[config.mk]
export PLATFORM = sky130hd
export DESIGN_NAME = tick_timer
export DESIGN_NICKNAME = d
export VERILOG_FILES = /design/src/rtl/tick_timer_pkg.sv /design/src/rtl/tick_timer_prescaler.sv /design/src/rtl/tick_timer_decode.sv /design/src/rtl/tick_timer_core.sv /design/src/rtl/tick_timer.sv
export SDC_FILE = /design/constraint.sdc
export NUM_CORES = 1
export LEC_CHECK = 0
export ABC_CLOCK_PERIOD_IN_PS = 3300
export BUFFER_PORTS_ARGS = -buffer_cell sky130_fd_sc_hd__buf_4
export CAP_MARGIN = 20
export CORE_ASPECT_RATIO = 2
export CORE_UTILIZATION = 53
export DETAILED_ROUTE_END_ITERATION = 8
export GPL_TIMING_DRIVEN = 1
export PLACE_DENSITY = 0.82
export SYNTH_ARGS = -nofsm -noshare
export SYNTH_HDL_FRONTEND = slang
export SYNTH_SLANG_ARGS = --single-unit
[constraint.sdc]
create_clock -name clk -period 3.3 [get_ports clk]
set_input_delay 0.495 -clock clk [delete_from_list [all_inputs] [get_ports clk]]
set_output_delay 0.495 -clock clk [all_outputs]
set_load 0.05 [all_outputs]
[src/rtl/tick_timer_pkg.sv]
package tick_timer_pkg;

    localparam int BUS_W  = 32;
    localparam int ADDR_W = 4;

    localparam logic [ADDR_W-1:0] OFF_LIMIT = 4'h0;
    localparam logic [ADDR_W-1:0] OFF_COUNT = 4'h4;
    localparam logic [ADDR_W-1:0] OFF_CTRL  = 4'h8;
    localparam logic [ADDR_W-1:0] OFF_INTR  = 4'hC;

    localparam int CTRL_RUN_BIT  = 28;
    localparam int CTRL_MODE_BIT = 24;
    localparam int INTR_IE_BIT   = 20;
    localparam int INTR_PEND_BIT = 16;

    typedef enum logic {
        MODE_ONESHOT  = 1'b0,
        MODE_PERIODIC = 1'b1
    } run_mode_e;

    typedef struct packed {
        logic limit;
        logic count;
        logic ctrl;
        logic intr;
    } wr_sel_t;

endpackage

[src/rtl/tick_timer_prescaler.sv]
module tick_timer_prescaler #(
    parameter int DIV_W = 16
) (
    input  logic             clk,
    input  logic             rst_n,
    input  logic             run,
    input  logic             restart,
    input  logic [DIV_W-1:0] divisor,
    output logic             tick
);

    typedef struct packed {
        logic [DIV_W-1:0] phase;
    } pre_state_t;

    pre_state_t st_d, st_q;
    logic       at_end;

    always_comb begin
        st_d   = st_q;
        at_end = (divisor <= DIV_W'(1)) || (st_q.phase >= divisor - DIV_W'(1));
        tick   = run && !restart && at_end;
        if (!run || restart) begin
            st_d.phase = '0;
        end else if (at_end) begin
            st_d.phase = '0;
        end else begin
            st_d.phase = st_q.phase + DIV_W'(1);
        end
    end

    always_ff @(posedge clk) begin
        if (!rst_n) begin
            st_q <= '0;
        end else begin
            st_q <= st_d;
        end
    end

endmodule

[src/rtl/tick_timer_decode.sv]
module tick_timer_decode
    import tick_timer_pkg::*;
#(
    parameter int CNT_W = 28,
    parameter int DIV_W = 16
) (
    input  logic              bus_wr,
    input  logic [ADDR_W-1:0] bus_addr,
    input  logic [BUS_W-1:0]  bus_wdata,
    input  logic [CNT_W-1:0]  cur_count,
    input  logic [CNT_W-1:0]  cur_limit,
    input  logic              cur_run,
    input  run_mode_e         cur_mode,
    input  logic [DIV_W-1:0]  cur_div,
    input  logic              cur_ie,
    input  logic              cur_pend,
    output wr_sel_t           wr_sel,
    output logic [CNT_W-1:0]  w_value,
    output logic              w_run,
    output run_mode_e         w_mode,
    output logic [DIV_W-1:0]  w_div,
    output logic              w_ie,
    output logic              w_clear,
    output logic [BUS_W-1:0]  bus_rdata
);

    logic [BUS_W-1:0] unused_wdata;
    assign unused_wdata = bus_wdata;

    always_comb begin
        wr_sel       = '0;
        wr_sel.limit = bus_wr && (bus_addr == OFF_LIMIT);
        wr_sel.count = bus_wr && (bus_addr == OFF_COUNT);
        wr_sel.ctrl  = bus_wr && (bus_addr == OFF_CTRL);
        wr_sel.intr  = bus_wr && (bus_addr == OFF_INTR);
        w_value      = bus_wdata[CNT_W-1:0];
        w_run        = bus_wdata[CTRL_RUN_BIT];
        w_mode       = run_mode_e'(bus_wdata[CTRL_MODE_BIT]);
        w_div        = bus_wdata[DIV_W-1:0];
        w_ie         = bus_wdata[INTR_IE_BIT];
        w_clear      = bus_wdata[INTR_PEND_BIT];
    end

    always_comb begin
        bus_rdata = '0;
        unique case (bus_addr)
            OFF_LIMIT: bus_rdata = BUS_W'(cur_limit);
            OFF_COUNT: bus_rdata = BUS_W'(cur_count);
            OFF_CTRL: begin
                bus_rdata[CTRL_RUN_BIT]  = cur_run;
                bus_rdata[CTRL_MODE_BIT] = cur_mode;
                bus_rdata[DIV_W-1:0]     = cur_div;
            end
            OFF_INTR: begin
                bus_rdata[INTR_IE_BIT]   = cur_ie;
                bus_rdata[INTR_PEND_BIT] = cur_pend;
            end
            default: bus_rdata = '0;
        endcase
    end

endmodule

[src/rtl/tick_timer_core.sv]
module tick_timer_core
    import tick_timer_pkg::*;
#(
    parameter int CNT_W = 28,
    parameter int DIV_W = 16
) (
    input  logic             clk,
    input  logic             rst_n,
    input  logic             tick,
    input  wr_sel_t          wr_sel,
    input  logic [CNT_W-1:0] w_value,
    input  logic             w_run,
    input  run_mode_e        w_mode,
    input  logic [DIV_W-1:0] w_div,
    input  logic             w_ie,
    input  logic             w_clear,
    output logic [CNT_W-1:0] count,
    output logic [CNT_W-1:0] limit,
    output logic             run,
    output run_mode_e        mode,
    output logic [DIV_W-1:0] divisor,
    output logic             ie,
    output logic             pend,
    output logic             irq
);

    typedef struct packed {
        logic [CNT_W-1:0] count;
        logic [CNT_W-1:0] limit;
        logic             run;
        run_mode_e        mode;
        logic [DIV_W-1:0] divisor;
        logic             ie;
        logic             pend;
    } core_state_t;

    core_state_t st_d, st_q;
    logic        hit_limit;
    logic        hit_top;
    logic        expire;

    always_comb begin
        st_d      = st_q;
        hit_limit = (st_q.count == st_q.limit);
        hit_top   = &st_q.count;
        expire    = tick && (hit_limit || hit_top);

        if (tick) begin
            if (expire) begin
                st_d.count = '0;
                if (st_q.mode == MODE_ONESHOT) begin
                    st_d.run = 1'b0;
                end
            end else begin
                st_d.count = st_q.count + CNT_W'(1);
            end
        end

        if (wr_sel.limit) begin
            st_d.limit = w_value;
        end
        if (wr_sel.count) begin
            st_d.count = w_value;
        end
        if (wr_sel.ctrl) begin
            st_d.run     = w_run;
            st_d.mode    = w_mode;
            st_d.divisor = w_div;
        end
        if (wr_sel.intr) begin
            st_d.ie = w_ie;
            if (w_clear) begin
                st_d.pend = 1'b0;
            end
        end
        // a fresh expiry outranks a clear in the same cycle
        if (expire) begin
            st_d.pend = 1'b1;
        end
    end

    always_ff @(posedge clk) begin
        if (!rst_n) begin
            st_q <= '0;
        end else begin
            st_q <= st_d;
        end
    end

    assign count   = st_q.count;
    assign limit   = st_q.limit;
    assign run     = st_q.run;
    assign mode    = st_q.mode;
    assign divisor = st_q.divisor;
    assign ie      = st_q.ie;
    assign pend    = st_q.pend;
    assign irq     = st_q.pend && st_q.ie;

endmodule

[src/rtl/tick_timer.sv]
module tick_timer
    import tick_timer_pkg::*;
#(
    parameter int CNT_W = 28,
    parameter int DIV_W = 16
) (
    input  logic              clk,
    input  logic              rst_n,
    input  logic              bus_wr,
    input  logic [ADDR_W-1:0] bus_addr,
    input  logic [BUS_W-1:0]  bus_wdata,
    output logic [BUS_W-1:0]  bus_rdata,
    output logic              irq
);

    wr_sel_t          wr_sel;
    logic [CNT_W-1:0] w_value;
    logic             w_run;
    run_mode_e        w_mode;
    logic [DIV_W-1:0] w_div;
    logic             w_ie;
    logic             w_clear;
    logic [CNT_W-1:0] cnt_w;
    logic [CNT_W-1:0] limit_w;
    logic             run_w;
    run_mode_e        mode_w;
    logic [DIV_W-1:0] div_w;
    logic             ie_w;
    logic             pend_w;
    logic             tick_w;

    tick_timer_decode #(.CNT_W(CNT_W), .DIV_W(DIV_W)) u_decode (
        .bus_wr    (bus_wr),
        .bus_addr  (bus_addr),
        .bus_wdata (bus_wdata),
        .cur_count (cnt_w),
        .cur_limit (limit_w),
        .cur_run   (run_w),
        .cur_mode  (mode_w),
        .cur_div   (div_w),
        .cur_ie    (ie_w),
        .cur_pend  (pend_w),
        .wr_sel    (wr_sel),
        .w_value   (w_value),
        .w_run     (w_run),
        .w_mode    (w_mode),
        .w_div     (w_div),
        .w_ie      (w_ie),
        .w_clear   (w_clear),
        .bus_rdata (bus_rdata)
    );

    tick_timer_prescaler #(.DIV_W(DIV_W)) u_prescaler (
        .clk     (clk),
        .rst_n   (rst_n),
        .run     (run_w),
        .restart (wr_sel.count),
        .divisor (div_w),
        .tick    (tick_w)
    );

    tick_timer_core #(.CNT_W(CNT_W), .DIV_W(DIV_W)) u_core (
        .clk     (clk),
        .rst_n   (rst_n),
        .tick    (tick_w),
        .wr_sel  (wr_sel),
        .w_value (w_value),
        .w_run   (w_run),
        .w_mode  (w_mode),
        .w_div   (w_div),
        .w_ie    (w_ie),
        .w_clear (w_clear),
        .count   (cnt_w),
        .limit   (limit_w),
        .run     (run_w),
        .mode    (mode_w),
        .divisor (div_w),
        .ie      (ie_w),
        .pend    (pend_w),
        .irq     (irq)
    );

endmodule

After elaboration in Yosys (flattened, before gate mapping)
Index checks and enable logic that the tools add are counted.
Storage, ports and cells
  flip-flop bits (word level): 92
  input port bits: 39
Cells by class
  equal/unequal tests: 5
  multiplexer cells: 18
  bitwise operators: 1
  magnitude comparators: 2
  reduce and logical (&&, ||, !) cells: 23
  add/sub/neg operators: 3
Operator list (number)
  $mux W28: 3
  $pmux W16 S3: 1
  $add A28 B1 Y28 const B: 1
  $eq A28 B28 Y1: 1
  $reduce_and A28 Y1: 1
  $mux W18: 1
  $pmux W3 S2: 3
  $add A16 B1 Y16 const B: 1
  $ge A16 B16 Y1: 1
  $le A16 B1 Y1 const B: 1
  $sub A16 B1 Y16 const B: 1
  $reduce_bool A2 Y1: 5
  $pmux W1 S3: 3
  $eq A4 B4 Y1 const B: 2
  $logic_and A1 B1 Y1: 8
  $mux W1: 7
  $eq A4 B3 Y1 const B: 1
  $logic_not A4 Y1: 1
  $logic_or A1 B1 Y1: 3
  $reduce_and A3 Y1: 1
  $reduce_or A3 Y1: 1
  $logic_not A1 Y1: 2
  $ne A2 B1 Y1 const B: 1
  $reduce_and A2 Y1: 1
  $not A1 Y1: 1

Depth between registers and ports, before layout
Gate-level depths: netlist of run 1.
  word-level depth: 9
  mapped depth: 16
  mapped depth without buffers: 13

Modules after synthesis
Synthesis of run 1 repeated with hierarchy kept, for this count alone.
Second synthesis, totals
  cell total of the unflattened synthesis: 754
  area, all modules: 6341.1 um^2
By module, submodules not included
  tick_timer_core: area each 3967.6 um^2, cells each 469, instances 1
  tick_timer_prescaler: area each 1340.0 um^2, cells each 158, instances 1
  tick_timer_decode: area each 1033.5 um^2, cells each 127, instances 1

Worst setup path before layout of run 1
OpenSTA, ideal clock, no wires.
  path type: reg2reg
  start: register u_core.st_q (netlist bit u_core.divisor[2])
  end: register u_core.st_q (netlist bit u_core.count[6])
  path buffers: 1
  period minus slack after synthesis: 3564 ps
  path slack: -264 ps
  data arrival time: 3490 ps
  cell stages (with the launch flop): 14
  required time: 3226 ps
  cell sequence: dfxtp_1 > nor4_1 > nand2_1 > nor3_1 > nand2_1 > xor2_1 > ha_1 > nand4_1 > or3_1 > a311o_1 > a31o_1 > buf_6 > or4_1 > a31oi_1
On the way
  word-level cells in the longest chain between the ends: 8
  elaborated cells on any way between the ends: 10
RTL lines
  start, declared: RTL line tick_timer_core.sv:37  | core_state_t st_d, st_q;
  start signal, assigned: RTL line tick_timer_core.sv:86  | st_q <= st_d;
  $sub A16 B1 Y16: RTL line tick_timer_prescaler.sv:21  | at_end = (divisor <= DIV_W'(1)) || (st_q.phase >= divisor - DIV_W'(1));
  $ge A16 B16 Y1: RTL line tick_timer_prescaler.sv:21
  $logic_or A1 B1 Y1 (*): RTL line tick_timer_prescaler.sv:21
  $logic_and A1 B1 Y1 (*): RTL line tick_timer_prescaler.sv:22  | tick = run && !restart && at_end;
  $logic_and A1 B1 Y1: RTL line tick_timer_core.sv:46  | expire = tick && (hit_limit || hit_top);
  $mux W28: RTL line tick_timer_core.sv:49  | if (expire) begin
  $mux W28: RTL line tick_timer_core.sv:48  | if (tick) begin
  $mux W28: RTL line tick_timer_core.sv:62  | if (wr_sel.count) begin
Every way passes the cells marked *; elsewhere a longest branch is shown, timed or not. The select of a mux whose other input is x is not followed.
A chain may end at the register's enable or synchronous reset.

Final worst setup path of run 1
  start: register u_core.st_q (netlist bit u_core.divisor[6])
  end: register u_core.st_q (netlist bit u_core.count[25])
The elaborated chain is that of the path after synthesis.

==> results.cfg, run 1 <==
[route]
ant_nets = 0
wl_per_cell_um = 19.4
vias = 6265
wirelength_mm = 19.7
drc = 0
drtIter0Drc = 555
via_per_inst = 6.17
first_pass_iters = 5

[logic_synthesis]
synth_cells = 788
async_reset_ff_share_pct = 0
ys_top_cells_by_count = 146 x nand2_1, 92 x dfxtp_1, 87 x nor2_1
synth_top_area_share_pct = 31.7
ys_types = 58
netlist_top_cells_area = dfxtp_1 32%, nand2_1 9.4%, a21oi_1 6.6%
synth_seq_area_share_pct = 31.7
avgSynthCellArea_um2 = 7.38
yosysMostFrequentCell = nand2_1
synth_area_leader_cell = dfxtp_1
yosys_most_used_dff = dfxtp_1
ys_ff_latch = 92
yosys_warnings = 0
netlist_area_mm2 = 0.00582
synth_edf_count = 0

[setup_path]
crit_type = reg -> reg
startpoint_type = flop
max_stage_delay_ps = 430
endpoint_kind = flop
slowest_stage = or3_4
timing.rr.start = u_core.divisor[6]
cp_common_cell = or3_4
worstRegToRegCells = 13
crit_buf_inv = 1
ff2ff_setup_slack_ps = -360
crit_arrival_ps = 3940
crit_chain = or3_4, nor2_4, nand3_4, nor3_4, xnor2_1, ha_1, nand4_1, or3_4, a311o_2, buf_4, a31o_4, o41a_1, a31oi_1
worstReg2RegEnd = u_core.count[25]
crit_fanout = 6
crit_required_ps = 3580
crit_family = simple AND/OR/NAND/NOR gates

[sta]
skew_ps = 5.52
whs_ps = 399
hold_viol_final = 0
finalSetupTns_ps = -10440
min_period_ps = 3660
grt_setup_unrepaired = true
setup_slack_ps = -362
worst_pin_slew_ps = 806
max_slew_margin_pct = 46.2
clock.fmax_mhz = 273
slew_viol_final = 0
setup_viol = 46
min_period_over_period_pct = 111

[placed_design]
dp_hpwl_mm = 13.8
place.gp.congestion = 0.995
dp_cells = 982
portBuffers = 65
place_area_mm2 = 0.00664

[run_status]
status = finished, violations left
violations = negative setup slack

[floorplan]
die_area_mm2 = 0.0114
pin_count = 72
die_w_um = 76.1
rows = 53
start_util_pct = 54.8
fp.dieH_um = 150
core-area_mm2 = 0.0106

[clocking]
cts_buffers = 9
htree_levels = 3
clock_tree.buffer_depth = 2
root_buffer = clkbuf_16
insertion_delay_ps = 350
cts-hold-fix-buffers = 0
clkTransAtPathRegs_ps = 70
cts_tree = done
clock-sinks = 92

[hold_path]
whs_endpoint = u_core.limit[17]
hold_class = in -> reg
holdPathStages = 3
hold_start = bus_wdata[17]

[layout]
layout.cells.non_filler = 1016
diodes = 0
drive_gt1_share_pct = 22.2
design_area_mm2 = 0.00737
n_fill_cell = 864
nets = 933
syn2layout_area_growth_pct = 26.8

[global_route]
antenna_found_initial = 0
grt_pass1_vias = 6168
grt_first_pass_wirelength_mm = 30.4
overflow = 0
grt_max_degree = 62
grt_use_total_pct = 34.2

[pwr]
vdd_drop_max_mv = 0.308
total_power_mw = 2.69
p_per_area_mw_per_mm2 = 365
cellLeakagePower_nw = 2.93

[job]
drv_cap = 0
[cells by family (layout without fill, tap and decap cells)]
group / after synthesis / after routing / share of synthesized area (%)
buffers and inverters: 69 / 157 / 5.03
muxes: 29 / 29 / 5.03
AOI/OAI and AO/OA: 146 / 147 / 15.5
xor gates and xnor gates: 62 / 62 / 9.34
adders and majority gates: 20 / 20 / 4.30
DFF: 92 / 92 / 31.7
other: 1 / 3 / 0.0645
and+or+nand+nor: 369 / 369 / 29.0
[per-stage QoR]
stage	util [%]	worst slack (ps)
after floorplan	-	-62.1
after global placement	62.6	-292
after detailed placement	62.6	-396
after CTS	66.4	-168
after global routing	69.5	-460
final	69.5	-362
[flip-flops by register name, summed over array words and instances, names as in the netlist]
| register | count |
|---|---|
| u_prescaler.st_q | 16 |
| u_core.mode | 1 |
| u_core.run | 1 |
| u_core.limit | 28 |
| u_core.divisor | 16 |
| u_core.pend | 1 |
| u_core.ie | 1 |
| u_core.count | 28 |
[cells in the final DEF, fill, tap and decap left out, types with 5 or more instances in the layout]
cell,count
and3_1,9
nand2b_4,5
xor2_1,28
dfxtp_1,89
nor3_1,6
mux2i_1,27
nor2_1,85
o31a_1,5
o21a_1,7
clkbuf_16,10
nand2_1,144
nand3_1,43
nand4_1,19
inv_1,11
a31oi_1,13
or2_2,6
o21ai_1,5
buf_4,118
xnor2_1,34
or3_1,5
buf_6,9
ha_1,20
o21ai_0,10
nor4_1,9
a21oi_1,74
[worst register-to-register path: stages, from the launching register on]
cell and delay, ps:
dfxtp_2 320, or3_4 430, nor2_4 130, nand3_4 110, nor3_4 200, xnor2_1 100
ha_1 280, nand4_1 170, or3_4 370, a311o_2 430, buf_4 160, a31o_4 270
o41a_1 430, a31oi_1 180
[layer usage]
| metal | share of wire [%] | global-route usage (%) | routed length (um) |
|---|---|---|---|
| met1 | 33 | 33.0 | 6510 |
| met2 | 53 | 63.6 | 10400 |
| met3 | 5.9 | 5.15 | 1170 |
| met4 | 8.2 | 28.3 | 1620 |
| met5 | 0 | 0 | 0 |
[worst max path at each step]
stage                      start                to  cells after the start  slack (ps)
2_1_floorplan  u_core.divisor[5]   u_core.count[6]                     13         -60
3_3_place_gp   u_core.divisor[5]  u_core.count[17]                     12        -290
3_5_place_dp   u_core.divisor[5]  u_core.count[23]                     13        -400
4_1_cts        u_core.divisor[6]  u_core.count[17]                     12        -170
5_1_grt        u_core.divisor[6]  u_core.count[25]                     13        -460
6_report       u_core.divisor[6]  u_core.count[25]                     13        -360
[layout make-up]
type | instances | area (um2) | area share [%]
Multi-Input combinational cell | 630 | 4000 | 54.3
Sequential cell | 92 | 1850 | 25.0
Timing Repair Buffer | 129 | 1030 | 13.9
Clock buffer | 13 | 260 | 3.53
Tap cell | 137 | 171 | 2.32
Inverter | 12 | 45.0 | 0.611
Clock inverter | 3 | 21.3 | 0.288
[report_power, final]
group | internal, mW | switching (mW) | leakage (nW)
registers | 1.14 | 0.0429 | 0.745
logic | 0.188 | 0.309 | 2.05
clock network | 0.554 | 0.460 | 0.136
[what timing repair did]
item | CTS | global route
endpoints found under the setup margin | 39 | 46
gates cloned | 1 | 1
resized for setup | 16 | 40
pin swaps | 4 | 26
buffers inserted | 6 | 11
Note: power is estimated with default switching activity, not from simulation.
==> run 2, diff against run 1 <==
--- a/config.mk
+++ b/config.mk
@@ -9,10 +9,11 @@
 export BUFFER_PORTS_ARGS = -buffer_cell sky130_fd_sc_hd__buf_4
 export CAP_MARGIN = 20
 export CORE_ASPECT_RATIO = 2
-export CORE_UTILIZATION = 53
+export CORE_UTILIZATION = 50
 export DETAILED_ROUTE_END_ITERATION = 8
 export GPL_TIMING_DRIVEN = 1
-export PLACE_DENSITY = 0.82
+export PLACE_DENSITY = 0.73
 export SYNTH_ARGS = -nofsm -noshare
 export SYNTH_HDL_FRONTEND = slang
+export SYNTH_HIERARCHICAL = 1
 export SYNTH_SLANG_ARGS = --single-unit
==> run 2 against run 1 <==
Effect of this change: the flow still finishes with violations (negative setup slack); global-route usage fell by 4.7 points; design area rose by 1.3%; non-clock buffer count fell by 2; critical path depth rose by 3; hold slack got worse by 18 ps; die area rose by 15%; setup slack improved by 71 ps; sequential power barely moved; clock power rose by 8%.
==> results.cfg, run 2 <==
[logic_synthesis]
ys_top_cells_by_count = 98 x nor2_1, 92 x dfxtp_1, 75 x mux2i_1
netlist_area_mm2 = 0.00634
synth_area_leader_cell = dfxtp_1
synth_seq_area_share_pct = 29.0
synth_top_area_share_pct = 29.0
ys_ff_latch = 92
async_reset_ff_share_pct = 0
ys_types = 58
synth_fa_ha_area_share_pct = 3.95
synth_top_family_by_area = simple AND/OR/NAND/NOR gates
netlist_top_cells_area = dfxtp_1 29%, mux2i_1 12%, xor2_1 7.0%
synthSimpleGateAreaFrac_pct = 22.4
yosys_most_used_dff = dfxtp_1
synthXorXnorAreaFrac_pct = 9.53
yosysMostFrequentCell = nor2_1
synth_edf_count = 0
synth_cells = 754
avgSynthCellArea_um2 = 8.41
synth-compound-area-share_pct = 12.1
yosys_warnings = 6
yosys-mux-area-fraction_pct = 12.0

[pwr]
power_frac_clock_pct = 39.7
vdd_drop_max_mv = 0.378
pwr-share-comb_pct = 16.3
cell_internal_pwr_mw = 1.93
p_per_area_mw_per_mm2 = 369
seq_power_share_pct = 44.0
sw_frac_of_total_pct = 29.9
cellLeakagePower_nw = 3.11
net-switching-power_mw = 0.822

[floorplan]
fp.dieH_um = 161
die_w_um = 81.6
die_area_mm2 = 0.0132
core-area_mm2 = 0.0123
pin_count = 72
start_util_pct = 51.7
rows = 57

[sta]
max_slew_margin_pct = 46.0
slew_viol_final = 0
grt_setup_unrepaired = true
skew_ps = 8.49
setup_slack_ps = -291
min_period_over_period_pct = 109
min_period_ps = 3590
clock.fmax_mhz = 279
hold_viol_final = 0
setup_viol = 30
whs_ps = 381
worst_pin_slew_ps = 802

[layout]
nets = 850
n_fill_cell = 1083
design_area_mm2 = 0.00747
drive_gt1_share_pct = 25.6
register_area_mm2 = 0.00185
layout_common_cells = 116 x buf_4, 95 x nor2_1, 89 x dfxtp_1
multi_input_area_mm2 = 0.00408
diodes = 0
final_common_cell = buf_4
syn2layout_area_growth_pct = 17.8

[setup_path]
endpoint = u_core/count[26]
endpoint_kind = flop
crit_type = reg -> reg
ff2ff_setup_slack_ps = -290
cp.depth = 16
startpoint_type = flop
crit_fanout = 4
crit_arrival_ps = 3830
crit_family = simple AND/OR/NAND/NOR gates
crit_buf_inv = 2
timing.rr.start = u_core/divisor[0]
slowest_stage = dfxtp_2
max_stage_delay_ps = 340
crit_chain = nor4_1, buf_4, nand2_4, buf_4, nor4_4, xnor2_1, ha_1, nand4_1, nor4_2, a22oi_2, and3_4, nor3b_4, nand4_1, o21ai_1, and3b_1, or3_1
worstRegToRegCells = 16
worstReg2RegEnd = u_core/count[26]
critPathLaunch = u_core/divisor[0]
crit_required_ps = 3540

[route]
drc = 0
ant_nets = 0
vias = 5784
via_per_inst = 6.13
drtIter0Drc = 373
first_pass_iters = 5
wirelength_mm = 18.9
wl_per_cell_um = 20.0

[clocking]
insertion_delay_ps = 350
clkTransAtPathRegs_ps = 70
htree_levels = 3
clock_tree.buffer_depth = 2
cts-hold-fix-buffers = 0
root_buffer = clkbuf_16
cts_tree = done
cts_buffers = 9
clock-sinks = 92

[placed_design]
dp_hpwl_mm = 13.6
portBuffers = 65
place.gp.congestion = 0.961
pre_cts_slack_ps = -402
place_area_mm2 = 0.00675

[job]
drv_cap = 0

[global_route]
antenna_found_initial = 0
overflow = 0
grt_first_pass_wirelength_mm = 29.0
grt_use_total_pct = 29.5
grt_pass1_vias = 5838
grt_max_degree = 60

[run_status]
violations = negative setup slack
status = finished, violations left

[hold_path]
hold_class = in -> reg
-- run 2: cell types whose count changed in the layout (fill, tap and decap cells not counted), sizes merged, moves of 11 or more --
cell / before / now
mux2i: 27 / 75
nor2: 87 / 98
nand2: 146 / 38
xor2: 28 / 51
a21oi: 77 / 29
nand3: 46 / 20
o2bb2ai: 1 / 17
o22ai: 0 / 14
xnor2: 34 / 18
and3: 9 / 24
-- run 2: final cells by class --
cell class | instances | area share, %
flip-flops and latches | 92 | 24.7
clock inverters | 7 | 1.09
inverters | 9 | 0.469
multi-input cells | 552 | 54.6
repair buffers | 127 | 13.7
well taps | 147 | 2.46
clock buffers | 9 | 3.02
-- run 2: through the flow --
step	cells	power (mW)	util, %	TNS, ps
2_1_floorplan	756	1.54	-	-167
3_3_place_gp	910	1.62	55.0	-7930
3_5_place_dp	910	1.63	55.0	-9250
4_1_cts	941	2.74	60.4	-6710
5_1_grt	943	2.84	60.9	-10450
6_report	943	2.75	60.9	-6570
-- run 2: cells by family after synthesis --
kind of cell	count (synthesis)
DFF	92
and+or+nand+nor	267
xor gates and xnor gates	69
muxes	76
buffers and inverters	112
AOI/OAI and AO/OA	117
other	1
adders and majority gates	20
-- run 2: metal layers --
layer | GRT usage (%) | wire (um)
met5 | 0 | 0
met4 | 24.7 | 1530
met3 | 4.46 | 925
met2 | 53.1 | 10100
met1 | 27.7 | 6330
-- run 2: timing repair --
| action | in CTS | in global routing |
|---|---|---|
| buffers inserted | 13 | 2 |
| hold endpoints to repair | 0 | 0 |
| cloned | 2 | 0 |
| setup endpoints to repair | 30 | 30 |
| pin swaps | 33 | 11 |
| gates resized for setup | 49 | 12 |
-- run 2: tightest hold or removal path: cells and delay by family --
family | cells | cell delay (ps)
buf+inv | 1 | 80
mux | 1 | 50
simple gates | 1 | 70
-- run 2: worst min path at each step --
stage | startpoint | to | slack [ps] | cells after the start
6_report | bus_wdata[22] | u_core/limit[22] | 380 | 3
5_1_grt | bus_wdata[18] | u_core/limit[18] | 400 | 3
4_1_cts | bus_wdata[25] | u_core/limit[25] | 380 | 3
3_5_place_dp | u_prescaler/st_q[0] | u_prescaler/st_q[0] | 470 | 1
3_3_place_gp | u_prescaler/st_q[0] | u_prescaler/st_q[0] | 460 | 1
2_1_floorplan | u_prescaler/st_q[0] | u_prescaler/st_q[0] | 440 | 1
-- run 2: power groups by stage --
stage / clock network, mW / logic, mW / registers, mW
finish: 1.09 / 0.449 / 1.21
global route: 1.15 / 0.476 / 1.22
CTS: 1.10 / 0.434 / 1.21
detailed placement: 0 / 0.403 / 1.23
global placement: 0 / 0.395 / 1.23
floorplan: 0 / 0.350 / 1.19
==> run 3, diff against run 2 <==
--- a/config.mk
+++ b/config.mk
@@ -10,10 +10,10 @@
 export CAP_MARGIN = 20
 export CORE_ASPECT_RATIO = 2
 export CORE_UTILIZATION = 50
+export CTS_BUF_LIST = sky130_fd_sc_hd__clkbuf_8
 export DETAILED_ROUTE_END_ITERATION = 8
 export GPL_TIMING_DRIVEN = 1
 export PLACE_DENSITY = 0.73
 export SYNTH_ARGS = -nofsm -noshare
 export SYNTH_HDL_FRONTEND = slang
-export SYNTH_HIERARCHICAL = 1
 export SYNTH_SLANG_ARGS = --single-unit
==> run 3 against run 2 <==
Effect of this change: die area down 8.1%; design area decreased by 1.3%; first-iteration DRC count grew 7.8%; routed wire length up 3.5%; critical endpoint is now u_core.count[3]; the run still ends with negative setup slack left; sequential cell count did not move; hold slack better by 2.7 ps; sequential power hardly changed; sequential share of layout area up 0.31 points; count of clock-buffer cells in the layout stayed put; critical path depth fell by 2; combinational power increased by 12%.
==> results.cfg, run 3 (synthesis gave the netlist of run 1 again) <==
[run_status]
status = finished, violations left
violations = negative setup slack

[layout]
nets = 943
final_common_cell = nand2_1
n_fill_cell = 992
design_area_mm2 = 0.00737
layout_common_cells = 144 x nand2_1, 124 x buf_4, 90 x dfxtp_1
syn2layout_area_growth_pct = 26.7
diodes = 0
drive_gt1_share_pct = 23.2

[floorplan]
rows = 55
die_w_um = 78.3
core-area_mm2 = 0.0113
die_area_mm2 = 0.0121
pin_count = 72
fp.dieH_um = 155
start_util_pct = 51.5

[clocking]
cts-hold-fix-buffers = 0
clock_tree.buffer_depth = 2
htree_levels = 3
cts_buffers = 9
root_buffer = clkbuf_8
clkTransAtPathRegs_ps = 80
clock-sinks = 92
cts_tree = done
insertion_delay_ps = 360

[setup_path]
crit_type = reg -> reg
crit_arrival_ps = 3880
endpoint_kind = flop
startpoint_type = flop
crit_required_ps = 3590
crit_chain = nor4_4, nand2_2, nor3_4, nand2_1, xor2_1, ha_1, nand4_1, or3_4, a311o_2, a31oi_4, buf_6, nand3_4, o31a_1, a31oi_1
crit_fanout = 4
slowest_stage = a311o_2
crit_buf_inv = 1
max_stage_delay_ps = 390
crit_family = simple AND/OR/NAND/NOR gates

[global_route]
overflow = 0
grt_pass1_vias = 6090
grt_use_total_pct = 32.3
antenna_found_initial = 0
grt_first_pass_wirelength_mm = 30.2
grt_max_degree = 62

[sta]
grt_setup_unrepaired = true
min_period_ps = 3590
setup_slack_ps = -288
hold_viol_final = 0
min_period_over_period_pct = 109
skew_ps = 7.10
slew_viol_final = 0
finalSetupTns_ps = -7610
max_slew_margin_pct = 41.5
setup_viol = 46
clock.fmax_mhz = 279
worst_pin_slew_ps = 877

[route]
via_per_inst = 6.01
vias = 6190
wl_per_cell_um = 19.0
wirelength_mm = 19.5
drtIter0Drc = 402
drc = 0
ant_nets = 0
first_pass_iters = 5

[hold_path]
hold_class = in -> reg

[placed_design]
pre_cts_slack_ps = -477
place_area_mm2 = 0.00676
place.gp.congestion = 1.02
dp_hpwl_mm = 14.0
portBuffers = 65

[job]
drv_cap = 0

[pwr]
cellLeakagePower_nw = 2.92
p_per_area_mw_per_mm2 = 317
vdd_drop_max_mv = 0.303
run 3: cell count changes in the layout (fill, tap and decap cells not counted), moves of 9 or more:
cell,before,now
nand2_1,37,144
clkbuf_8,0,9
a31oi_1,6,15
xnor2_1,18,34
clkbuf_16,10,1
a21oi_1,18,74
xor2_1,51,28
inv_1,6,15
mux2i_1,75,27
o2bb2ai_1,17,0
nand3_1,19,42
o21ai_0,20,10
nor2_1,95,85
run 3: worst register-to-register path: stages (launching register included):
cell     delay (ps)
dfxtp_2         340
nor4_4          380
nand2_2         130
nor3_4          180
nand2_1          90
xor2_1          150
ha_1            310
nand4_1         160
or3_4           370
a311o_2         390
a31oi_4         270
buf_6           150
nand3_4         140
o31a_1          310
a31oi_1         150
run 3: metal layers:
layer	vias up	track usage (%)	share of wire [%]
li1	2927	-	-
met1	2910	31.7	35
met2	268	60.4	53
met3	85	4.13	4.4
met4	0	23.2	7.4
met5	-	0	0
run 3: power by group:
group / total (mW) / switching, mW / internal [mW]
clock network: 0.657 / 0.398 / 0.258
registers: 1.18 / 0.0416 / 1.13
logic: 0.502 / 0.310 / 0.192
run 3: path summary, 6_finish.rpt:
kind                     start  slack [ps]                to  cells past startpoint
max          u_core.divisor[5]        -290   u_core.count[3]                     14
min              bus_wdata[25]         380  u_core.limit[25]                      3
max reg2reg  u_core.divisor[5]        -290   u_core.count[3]                     14
min reg2reg    u_core.limit[8]         490   u_core.limit[8]                      2
run 3: per-stage QoR:
stage | hold slack [ps] | cells | util, % | power, mW
floorplan | 441 | 790 | - | 1.46
global placement | 459 | 1002 | 59.9 | 1.63
detailed placement | 473 | 1002 | 59.9 | 1.64
CTS | 372 | 1024 | 63.2 | 2.30
global route | 374 | 1030 | 65.3 | 2.42
finish | 383 | 1030 | 65.3 | 2.34
run 3: area by class of cell:
cell class / count / area (um2) / area share (%)
well taps: 142 / 178 / 2.41
clock buffers: 9 / 124 / 1.68
inverters: 12 / 45.0 / 0.611
clock inverters: 6 / 27.5 / 0.374
flip-flops and latches: 92 / 1840 / 25.0
multi-input cells: 631 / 4040 / 54.8
repair buffers: 138 / 1110 / 15.1
run 3: timing repair:
action,4_1_cts,5_1_grt
pin swaps,19,29
gates cloned,2,1
endpoints found under the setup margin,46,46
setup buffers,5,5
gates resized for setup,29,36
